==> config.mk <==
export PLATFORM = sky130hd
export DESIGN_NAME = regbank_axil
export DESIGN_NICKNAME = d
export VERILOG_FILES = /design/src/rtl/regbank_pkg.sv /design/src/rtl/regbank_wr_chan.sv /design/src/rtl/regbank_rd_chan.sv /design/src/rtl/regbank_store.sv /design/src/rtl/regbank_axil.sv
export SDC_FILE = /design/constraint.sdc
export NUM_CORES = 1
export LEC_CHECK = 0
export CORE_MARGIN = 2
export CORE_UTILIZATION = 38
export CTS_BUF_LIST = sky130_fd_sc_hd__clkbuf_16
export CTS_CLUSTER_SIZE = 14
export DETAILED_ROUTE_END_ITERATION = 10
export HOLD_SLACK_MARGIN = 0.08
export PLACE_DENSITY = 0.62
export SETUP_SLACK_MARGIN = 0.2
export SLEW_MARGIN = 20
export SYNTH_ARGS = -nofsm -noshare
export SYNTH_HDL_FRONTEND = slang
export SYNTH_SLANG_ARGS = --single-unit
==> constraint.sdc <==
create_clock -name clk -period 3.4 [get_ports clk]
set_input_delay 0.34 -clock clk [delete_from_list [all_inputs] [get_ports clk]]
set_output_delay 0.34 -clock clk [all_outputs]
set_load 0.01 [all_outputs]
==> src/rtl/regbank_pkg.sv <==
package regbank_pkg;

    localparam int WORD_W    = 32;
    localparam int LANES     = WORD_W / 8;
    localparam int ADDR_LSB  = $clog2(LANES);
    localparam int IDX_MAX_W = 8;

    typedef logic [WORD_W-1:0]    word_t;
    typedef logic [LANES-1:0]     lanes_t;
    typedef logic [IDX_MAX_W-1:0] idx_t;

    typedef enum logic [1:0] {
        RESP_OKAY   = 2'b00,
        RESP_SLVERR = 2'b10
    } resp_e;

    typedef struct packed {
        logic   en;
        idx_t   idx;
        word_t  data;
        lanes_t lanes;
    } wr_req_t;

    function automatic word_t merge_lanes(word_t old_w, word_t new_w, lanes_t sel);
        word_t res;
        for (int b = 0; b < LANES; b++) begin
            res[b*8 +: 8] = sel[b] ? new_w[b*8 +: 8] : old_w[b*8 +: 8];
        end
        return res;
    endfunction

endpackage

==> src/rtl/regbank_wr_chan.sv <==
module regbank_wr_chan
    import regbank_pkg::*;
#(
    parameter int ADDR_W = 8,
    parameter int IDX_W  = 3
) (
    input  logic              clk,
    input  logic              rst,
    input  logic              live,
    input  logic              awvalid,
    input  logic [ADDR_W-1:0] awaddr,
    output logic              awready,
    input  logic              wvalid,
    input  word_t             wdata,
    input  lanes_t            wstrb,
    output logic              wready,
    output logic              bvalid,
    input  logic              bready,
    output logic [1:0]        bresp,
    output wr_req_t           req
);

    logic              aw_held;
    logic              w_held;
    logic              resp_pend;
    logic [ADDR_W-1:0] aw_q;
    word_t             w_data_q;
    lanes_t            w_lanes_q;

    assign awready = live & ~aw_held & ~resp_pend;
    assign wready  = live & ~w_held & ~resp_pend;
    assign bvalid  = resp_pend;
    assign bresp   = RESP_OKAY;

    always_comb begin
        req.en    = aw_held & w_held;
        req.idx   = idx_t'(aw_q[ADDR_LSB +: IDX_W]);
        req.data  = w_data_q;
        req.lanes = w_lanes_q;
    end

    always_ff @(posedge clk) begin
        if (rst) begin
            aw_held   <= 1'b0;
            w_held    <= 1'b0;
            resp_pend <= 1'b0;
            aw_q      <= '0;
            w_data_q  <= '0;
            w_lanes_q <= '0;
        end else begin
            if (awvalid && awready) begin
                aw_held <= 1'b1;
                aw_q    <= awaddr;
            end
            if (wvalid && wready) begin
                w_held    <= 1'b1;
                w_data_q  <= wdata;
                w_lanes_q <= wstrb;
            end
            if (aw_held && w_held) begin
                aw_held   <= 1'b0;
                w_held    <= 1'b0;
                resp_pend <= 1'b1;
            end else if (resp_pend && bready) begin
                resp_pend <= 1'b0;
            end
        end
    end

endmodule

==> src/rtl/regbank_rd_chan.sv <==
module regbank_rd_chan
    import regbank_pkg::*;
#(
    parameter int ADDR_W = 8,
    parameter int IDX_W  = 3
) (
    input  logic              clk,
    input  logic              rst,
    input  logic              live,
    input  logic              arvalid,
    input  logic [ADDR_W-1:0] araddr,
    output logic              arready,
    output logic              rvalid,
    input  logic              rready,
    output word_t             rdata,
    output logic [1:0]        rresp,
    output idx_t              rd_idx,
    input  word_t             rd_word
);

    logic  data_pend;
    word_t data_q;
    logic  take;

    assign arready = live & ~data_pend;
    assign take    = arready & arvalid & ~data_pend;
    assign rd_idx  = idx_t'(araddr[ADDR_LSB +: IDX_W]);
    assign rvalid  = data_pend;
    assign rdata   = data_q;
    assign rresp   = RESP_OKAY;

    always_ff @(posedge clk) begin
        if (rst) begin
            data_pend <= 1'b0;
            data_q    <= '0;
        end else if (take) begin
            data_pend <= 1'b1;
            data_q    <= rd_word;
        end else if (data_pend && rready) begin
            data_pend <= 1'b0;
        end
    end

endmodule

==> src/rtl/regbank_store.sv <==
module regbank_store
    import regbank_pkg::*;
#(
    parameter int NCTL = 3,
    parameter int NSTS = 3
) (
    input  logic                  clk,
    input  logic                  rst,
    input  wr_req_t               req,
    input  logic [NSTS-1:0]       sts_load,
    input  logic [NSTS*WORD_W-1:0] sts_word,
    input  idx_t                  rd_idx,
    output word_t                 rd_word
);

    word_t ctl_q [NCTL];
    word_t sts_q [NSTS];

    for (genvar i = 0; i < NCTL; i++) begin : g_ctl
        always_ff @(posedge clk) begin
            if (rst) begin
                ctl_q[i] <= '0;
            end else if (req.en && req.idx == idx_t'(i)) begin
                ctl_q[i] <= merge_lanes(ctl_q[i], req.data, req.lanes);
            end
        end
    end

    for (genvar j = 0; j < NSTS; j++) begin : g_sts
        always_ff @(posedge clk) begin
            if (rst) begin
                sts_q[j] <= '0;
            end else if (sts_load[j]) begin
                sts_q[j] <= sts_word[j*WORD_W +: WORD_W];
            end
        end
    end

    always_comb begin
        rd_word = '0;
        for (int k = 0; k < NCTL; k++) begin
            if (rd_idx == idx_t'(k)) rd_word = ctl_q[k];
        end
        for (int k = 0; k < NSTS; k++) begin
            if (rd_idx == idx_t'(NCTL + k)) rd_word = sts_q[k];
        end
    end

endmodule

==> src/rtl/regbank_axil.sv <==
module regbank_axil
    import regbank_pkg::*;
#(
    parameter int NUM_REGS = 6,
    parameter int ADDR_W   = 8,
    localparam int NCTL    = NUM_REGS / 2,
    localparam int NSTS    = NUM_REGS - NCTL,
    localparam int IDX_W   = $clog2(NUM_REGS)
) (
    input  logic                   clk,
    input  logic                   rst,
    input  logic                   awvalid,
    input  logic [ADDR_W-1:0]      awaddr,
    output logic                   awready,
    input  logic                   wvalid,
    input  logic [31:0]            wdata,
    input  logic [3:0]             wstrb,
    output logic                   wready,
    output logic                   bvalid,
    input  logic                   bready,
    output logic [1:0]             bresp,
    input  logic                   arvalid,
    input  logic [ADDR_W-1:0]      araddr,
    output logic                   arready,
    output logic                   rvalid,
    input  logic                   rready,
    output logic [31:0]            rdata,
    output logic [1:0]             rresp,
    input  logic [NSTS-1:0]        sts_load,
    input  logic [NSTS*32-1:0]     sts_word
);

    logic    live;
    wr_req_t wreq;
    idx_t    rd_idx;
    word_t   rd_word;

    always_ff @(posedge clk) begin
        if (rst) live <= 1'b0;
        else     live <= 1'b1;
    end

    regbank_wr_chan #(.ADDR_W(ADDR_W), .IDX_W(IDX_W)) u_wr (
        .clk(clk), .rst(rst), .live(live),
        .awvalid(awvalid), .awaddr(awaddr), .awready(awready),
        .wvalid(wvalid), .wdata(wdata), .wstrb(wstrb), .wready(wready),
        .bvalid(bvalid), .bready(bready), .bresp(bresp),
        .req(wreq)
    );

    regbank_rd_chan #(.ADDR_W(ADDR_W), .IDX_W(IDX_W)) u_rd (
        .clk(clk), .rst(rst), .live(live),
        .arvalid(arvalid), .araddr(araddr), .arready(arready),
        .rvalid(rvalid), .rready(rready), .rdata(rdata), .rresp(rresp),
        .rd_idx(rd_idx), .rd_word(rd_word)
    );

    regbank_store #(.NCTL(NCTL), .NSTS(NSTS)) u_store (
        .clk(clk), .rst(rst), .req(wreq),
        .sts_load(sts_load), .sts_word(sts_word),
        .rd_idx(rd_idx), .rd_word(rd_word)
    );

endmodule

; ---- Word-level counts from Yosys, hierarchy flattened
; Memory sizes are Yosys's and may differ from the RTL's.
; Cells that the tools add are included.
[word_totals]
reg_bits = 78
mem_bits_rw = 192
inputBits = 158
memories = 2
[op_classes]
eq_ne = 7
n_mux = 49
bitwise_logic = 18
reduce_logical = 13
[mem_list]
columns = name, words, width, read_ports, rd_ports_with_merged_regs, wr, line
row1 = u_store.ctl_q, 3, 32, 3, 0, 3, regbank_store.sv:16  ; word_t ctl_q [NCTL];
row2 = u_store.sts_q, 3, 32, 3, 0, 3, regbank_store.sv:17  ; word_t sts_q [NSTS];
[ops]
columns = cell, count
row1 = $mux W32, 12
row2 = $mux W8, 12
row3 = $mux W1, 25
row4 = $logic_not A8 Y1, 2
row5 = $eq A3 B2 Y1 const B, 3
row6 = $and A1 B1 Y1, 8
row7 = $logic_and A1 B1 Y1, 8
row8 = $eq A3 B1 Y1 const B, 2
row9 = $eq A3 B3 Y1 const B, 2
row10 = $or A1 B1 Y1, 6
row11 = $not A1 Y1, 4
row12 = $reduce_bool A2 Y1, 2
row13 = $reduce_or A2 Y1, 1

; ---- Depth between registers and ports, before layout
; Gate-level depths: netlist of the first run.
[logic_depth]
depth_word = 7
depth_mapped = 6
ltp_nobuf = 4

; ---- Modules after synthesis
; From an unflattened synthesis of the first run, not the netlist that was laid out.
[unflattened]
cells_unflattened = 907
area_unflattened_um2 = 12391.9
[by_module_without_submodules]
columns = mod, instances, cells_each, area_each_um2
row1 = regbank_store, 1, 559, 8822.2
row2 = regbank_wr_chan, 1, 191, 1954.4
row3 = regbank_rd_chan, 1, 155, 1591.5
row4 = regbank_axil, 1, 2, 23.8

; ---- Least setup slack after synthesis of the first run
; OpenSTA, ideal clock, no wires.
[synth_timing]
path_kind = input-to-reg
from = input port rst
to = memory u_store.ctl_q[0][0] (netlist bit) (enable)
setup_ns = 0.326
arrival_ns = 1.354
slack_ns = 1.721
path_stages = 5
path_buffers = 2
cell_sequence = buf_2 -> nor4_4 -> and2b_1 -> buf_4 -> a21o_1
[synth_rtl]
columns = element, line
row1 = "start, declared", regbank_axil.sv:11  ; input logic rst,
row2 = "end, declared", regbank_store.sv:16

==> results of run 1 <==
kinds of logic (layout without fill, tap and decap cells):
group,count (synthesis),count (layout),share of synthesized area
muxes,35,35,0.0371
DFF,268,268,0.637
and+or+nand+nor,371,371,0.175
AOI/OAI and AO/OA,191,191,0.113
other,1,5,0.000328
buffers and inverters,84,259,0.0376
final timing paths:
path / start / endpoint / slack, ns / cells past startpoint
worst max-delay path: u_wr.w_held / u_store.ctl_q[0][12] / 0.96 / 4
worst min register to register: u_wr.w_data_q[0] / u_wr.w_data_q[0] / 0.47 / 2
worst min-delay path: rst / u_wr.aw_q[2] / 0.15 / 2
worst max register to register: u_wr.w_held / u_store.ctl_q[0][12] / 0.96 / 4
flip-flops by register name (all words and copies together) (netlist names):
| name | cells |
|---|---|
| live | 1 |
| u_rd.rdata | 32 |
| u_rd.rvalid | 1 |
| u_store.ctl_q | 96 |
| u_store.sts_q | 96 |
| u_wr.aw_held | 1 |
| u_wr.aw_q | 3 |
| u_wr.bvalid | 1 |
| u_wr.w_data_q | 32 |
| u_wr.w_held | 1 |
| u_wr.w_lanes_q | 4 |
worst reg2reg max path, delay by kind of cell (launching register included):
family / cells / cell delay, ns
AND/OR/NAND/NOR: 3 / 1.26
AO/OA/AOI/OAI: 1 / 0.43
flip-flops: 1 / 0.40
final cells by class:
class | count | area, sq um
diodes | 1 | 2.50
clock buffers | 30 | 751
clock inverters | 22 | 178
fillers | 2697 | 15200
inverters | 4 | 17.5
multi-input cells | 601 | 3740
flip-flops and latches | 268 | 7290
well taps | 390 | 488
repair buffers | 203 | 1980
where the power goes:
group	internal [mW]	switching (mW)	total [mW]	leakage [nW]
sequential	3.68	0.0771	3.76	2.64
combinational	0.329	0.342	0.671	2.33
clock	1.81	1.25	3.06	0.483
routing by layer:
layer  wire length (microns)  up-vias  global-route usage  part of all wire
met5                      13        -                   0           0.00044
met3                    2100       39              0.0332             0.070
li1                        -     3744                   -                 -
met4                     499        2              0.0338             0.017
met2                   13400      269               0.293              0.45
met1                   13800     3804               0.272              0.46
synth_stat cells (18+ instances only):
| library cell | instances |
|---|---|
| edfxtp_1 | 192 |
| and2_1 | 163 |
| nand2_1 | 99 |
| dfxtp_1 | 76 |
| o21ai_0 | 43 |
| a21oi_1 | 42 |
| clkbuf_1 | 42 |
| nor2_1 | 35 |
| and3_1 | 33 |
| o22ai_1 | 32 |
| a221oi_1 | 27 |
| buf_2 | 18 |
| mux2i_1 | 18 |
metrics by stage:
step | hold slack (ns) | power, mW | std cells | cell area [sq um] | worst slack, ns
6_report | 0.152 | 7.49 | 1519 | 14500 | 0.962
5_1_grt | 0.161 | 7.76 | 1518 | 14400 | 0.814
4_1_cts | 0.137 | 7.55 | 1518 | 14400 | 0.939
3_5_place_dp | 0.464 | 4.51 | 1466 | 13500 | 0.840
3_3_place_gp | 0.462 | 4.49 | 1466 | 13500 | 0.825
2_1_floorplan | 0.449 | 4.14 | 953 | 11500 | 1.72
==> reports/metrics.cfg, run 1 <==
[setup_path]
worstPathRequired_ns = 3.59
path_cells = nand2_2, nor4_4, and2b_1, a21o_1
critPathSlowestCell = nor4_4
crit_path_start_kind = register
worstSetupPathType = reg2reg
path_delay_family = simple AND/OR/NAND/NOR gates
end_kind = register
slowest_delay_ns = 0.59
worstPathMaxFanout = 15
arrival_ns = 2.63
critPathBufInv = 0

[synth]
ys_types = 43
yosysWarnings = 0
yosys-top-cells-area = edfxtp_1, dfxtp_1, and2_1, nand2_1, a221oi_1
postSynthAreaPerCell_sq_um = 12.0
syn_inst = 950
synth-edff-count = 192
syn_area_sq_um = 11400
synth-seq-cells = 268
yosys.area.top_type = edfxtp_1
synth_top_area_frac = 0.504
synthFlopType = edfxtp_1
async_reset_ff_frac = 0
synth.yosys.seq_area_share = 0.637

[global_route]
antenna_found_initial = 2
grt_max_degree = 54
grt_pass1_vias = 7650
grt.overflow.total = 0
grt_pass1_wl_microns = 45000
grtUsageTotal = 0.186

[detailed_routing]
dr.pass1.iters = 5
vias = 7858
wl_per_cell_microns = 19.6
drt_iter0_drc = 537
wl_microns = 29800
antenna_left = 0
drc = 0
avgViaCountPerCell = 5.17

[timing]
tns_ns = 0
finalCriticalPeriod_ns = 2.44
maxSlewViolCount = 0
setup_viol = 0
fin_worst_skew_ns = 0.0117
final_hold_viol_count = 0
rsz0062_at_grt = no
worst_pin_slew_ns = 0.880
fin_crit_sh = 0.717
fmax_mhz = 410
slew_headroom = 0.413

[clock_tree]
cts_made_buffers = 28
cts_setup_buffers = 0
cts_resized = 0
cts_tree = built
cts_hold_buffers = 0
ctsLongestPathBuffers = 3
clkLatencyLatePin_ns = 0.54
h-tree-depth = 1
clk_pin_slew_ns = 0.06
clock-sinks = 268
cts-root-buf = clkbuf_16

[placed_design]
portBuffers = 184
gp_congestion = 0.737
hpwl_microns = 20100

[floorplanning]
start_util = 0.386
core_area_sq_um = 29600
io_pins = 199
die_h_microns = 178
die_w_microns = 178
placementRows = 63
dieArea_sq_um = 31500

[final_layout]
final_util = 0.488
layout_common_cells = edfxtp_1, clkdlybuf4s50_1, and2_1
layout-drive-gt1-share = 0.0833
layout_commonest_cell = edfxtp_1
fin_nets = 1264
area_growth_pct = 26.3

[power]
p_leak_nw = 5.45
powerDensity_nw_per_um2 = 519
ir_worst_vdd_uv = 371

[min_path]
hp-class = in2reg

[run]
cap_violations = 0

[outcome]
status = finished clean

(Power assumes the default switching activity.)
==> run 2, diff against run 1 <==
- PLACE_DENSITY: 0.62 -> 0.64
- clock period: 3.4 -> 2.1 ns (I/O delays scaled with it)
==> reports/metrics.cfg, run 2 (synthesis gave the netlist of run 1 again) <==
[setup_path]
r2r_cells = 4  ; unchanged
arrival_ns = 2.07  ; -0.56 ns
worstPathMaxFanout = 8  ; -7
end_kind = register
crit_path_start_kind = register
worstReg2RegStart = u_wr.w_held
worstSetupPathType = reg2reg
worstPathRequired_ns = 2.29  ; -1.30 ns
r2r-end = u_store.ctl_q[2][4]
r2r_setup_slack_ns = 0.22  ; -0.74 ns

[final_layout]
layout-drive-gt1-share = 0.109  ; +0.0258
fin_nets = 1289  ; +2.0%
fin_cells = 1547  ; +1.8%
area_growth_pct = 28.6
top_regs = u_store.ctl_q (96), u_store.sts_q (96)
layout_common_cells = edfxtp_1, clkdlybuf4s50_1, and2_1
regArea_sq_um = 7290  ; about the same
multi_input_area_sq_um = 3790  ; +1.1%
layout_commonest_cell = edfxtp_1
final_area_sq_um = 14700  ; +1.8%
fillers = 2681  ; -0.59%

[detailed_routing]
drc = 0  ; unchanged
avgViaCountPerCell = 5.12  ; -1.1%
antenna_left = 0  ; unchanged
wl_per_cell_microns = 19.4  ; -1.3%
wl_microns = 29900  ; +0.47%
dr.pass1.iters = 7  ; +2
drt_iter0_drc = 581  ; +8.2%
vias = 7917  ; +0.75%

[clock_tree]
h-tree-depth = 1  ; unchanged
cts_made_buffers = 30  ; +7.1%
clock-sinks = 268  ; unchanged
clkLatencyLatePin_ns = 0.56  ; +0.02 ns
clk_pin_slew_ns = 0.06  ; about the same
ctsLongestPathBuffers = 3  ; unchanged
cts_setup_buffers = 0  ; unchanged
cts-root-buf = clkbuf_16
cts_tree = built

[power]
ir_worst_vdd_uv = 717  ; +93%
p_leak_nw = 5.60  ; +2.7%
powerDensity_nw_per_um2 = 820  ; +58%

[global_route]
grtUsageTotal = 0.187  ; +0.000795
antenna_found_initial = 1  ; -1
grt_max_degree = 38  ; -30%
grt.overflow.total = 0  ; unchanged
grt_pass1_vias = 7721  ; +0.93%
grt_pass1_wl_microns = 45000  ; about the same

[placed_design]
portBuffers = 184  ; unchanged
dp_cells = 1487  ; +1.4%
pre_cts_ws_ns = 0.0522  ; -0.788 ns
placed_area_sq_um = 13700  ; +1.5%
gp_congestion = 0.802  ; +8.9%
hpwl_microns = 20600  ; +2.9%

[timing]
maxSlewViolCount = 0  ; unchanged
rsz0062_at_grt = yes
slew_headroom = 0.574  ; +0.161
fmax_mhz = 532  ; +30%
final_hold_viol_count = 0  ; unchanged
finalCriticalPeriod_ns = 1.88  ; -0.559 ns
hold_ws_ns = 0.225  ; +0.0724 ns
tns_ns = 0  ; unchanged
worst_pin_slew_ns = 0.638  ; -0.243 ns
setup_viol = 0  ; unchanged
fin_worst_skew_ns = 0.0329  ; +0.0212 ns
layout_setup_ws_ns = 0.221  ; -0.741 ns
fin_crit_sh = 0.895  ; +0.178

[run]
cap_violations = 0  ; unchanged

[outcome]
status = finished clean

[min_path]
hp-class = in2reg
min_from = wstrb[3]
whs_path_depth = 3  ; +1
whs_endpoint = u_wr.w_lanes_q[3]

[floorplanning]
start_util = 0.386  ; unchanged
core_area_sq_um = 29600  ; unchanged
die_w_microns = 178  ; unchanged
die_h_microns = 178  ; unchanged
placementRows = 63  ; unchanged
io_pins = 199  ; unchanged
dieArea_sq_um = 31500  ; unchanged

==> run 2: final cells by class <==
cell class / instances / area share
well taps: 390 / 0.0332
repair buffers: 226 / 0.150
flip-flops and latches: 268 / 0.495
clock inverters: 25 / 0.00986
inverters: 4 / 0.00119
diodes: 2 / 0.000340
clock buffers: 31 / 0.0527
multi-input cells: 601 / 0.257
==> run 2: how the worst max path moves through the flow <==
stage / from / endpoint / slack, ns
6_report: u_wr.w_held / u_store.ctl_q[2][4] / 0.22
5_1_grt: u_wr.w_held / u_store.ctl_q[2][4] / 0.14
4_1_cts: live / awready / 0.15
3_5_place_dp: sts_load[0] / u_store.sts_q[0][16] / 0.05
3_3_place_gp: sts_load[0] / u_store.sts_q[0][20] / 0.08
2_1_floorplan: u_wr.w_held / u_store.ctl_q[1][0] / 0.49
==> run 2: power breakdown <==
part	internal, mW	switching [mW]
sequential	5.96	0.127
combinational	0.569	0.569
clock	2.78	2.05
total	9.32	2.75
==> run 2: worst max-delay path: stages, from the launching register on <==
cell	delay (ns)
dfxtp_1	0.45
nand2_2	0.15
nor4_4	0.26
and2_1	0.28
a21o_1	0.40
==> run 2: timing repair <==
action                     4_1_cts  5_1_grt
setup endpoints to repair       10      129
pin swaps                        0        0
gates resized for setup          6       11
hold buffers                     2        0
hold endpoints to repair         1        0
==> run 2: layer usage <==
metal,vias up,global-route usage,part of all wire
met3,36,0.0308,0.069
met5,-,0,0
met2,277,0.289,0.45
met1,3813,0.276,0.47
li1,3791,-,-
met4,0,0.0430,0.018
==> run 2: per-stage QoR <==
step           utilization  power [mW]
2_1_floorplan            -        6.71
3_3_place_gp         0.463        7.32
3_5_place_dp         0.463        7.33
4_1_cts              0.495        12.2
5_1_grt              0.496        12.5
6_report             0.496        12.1
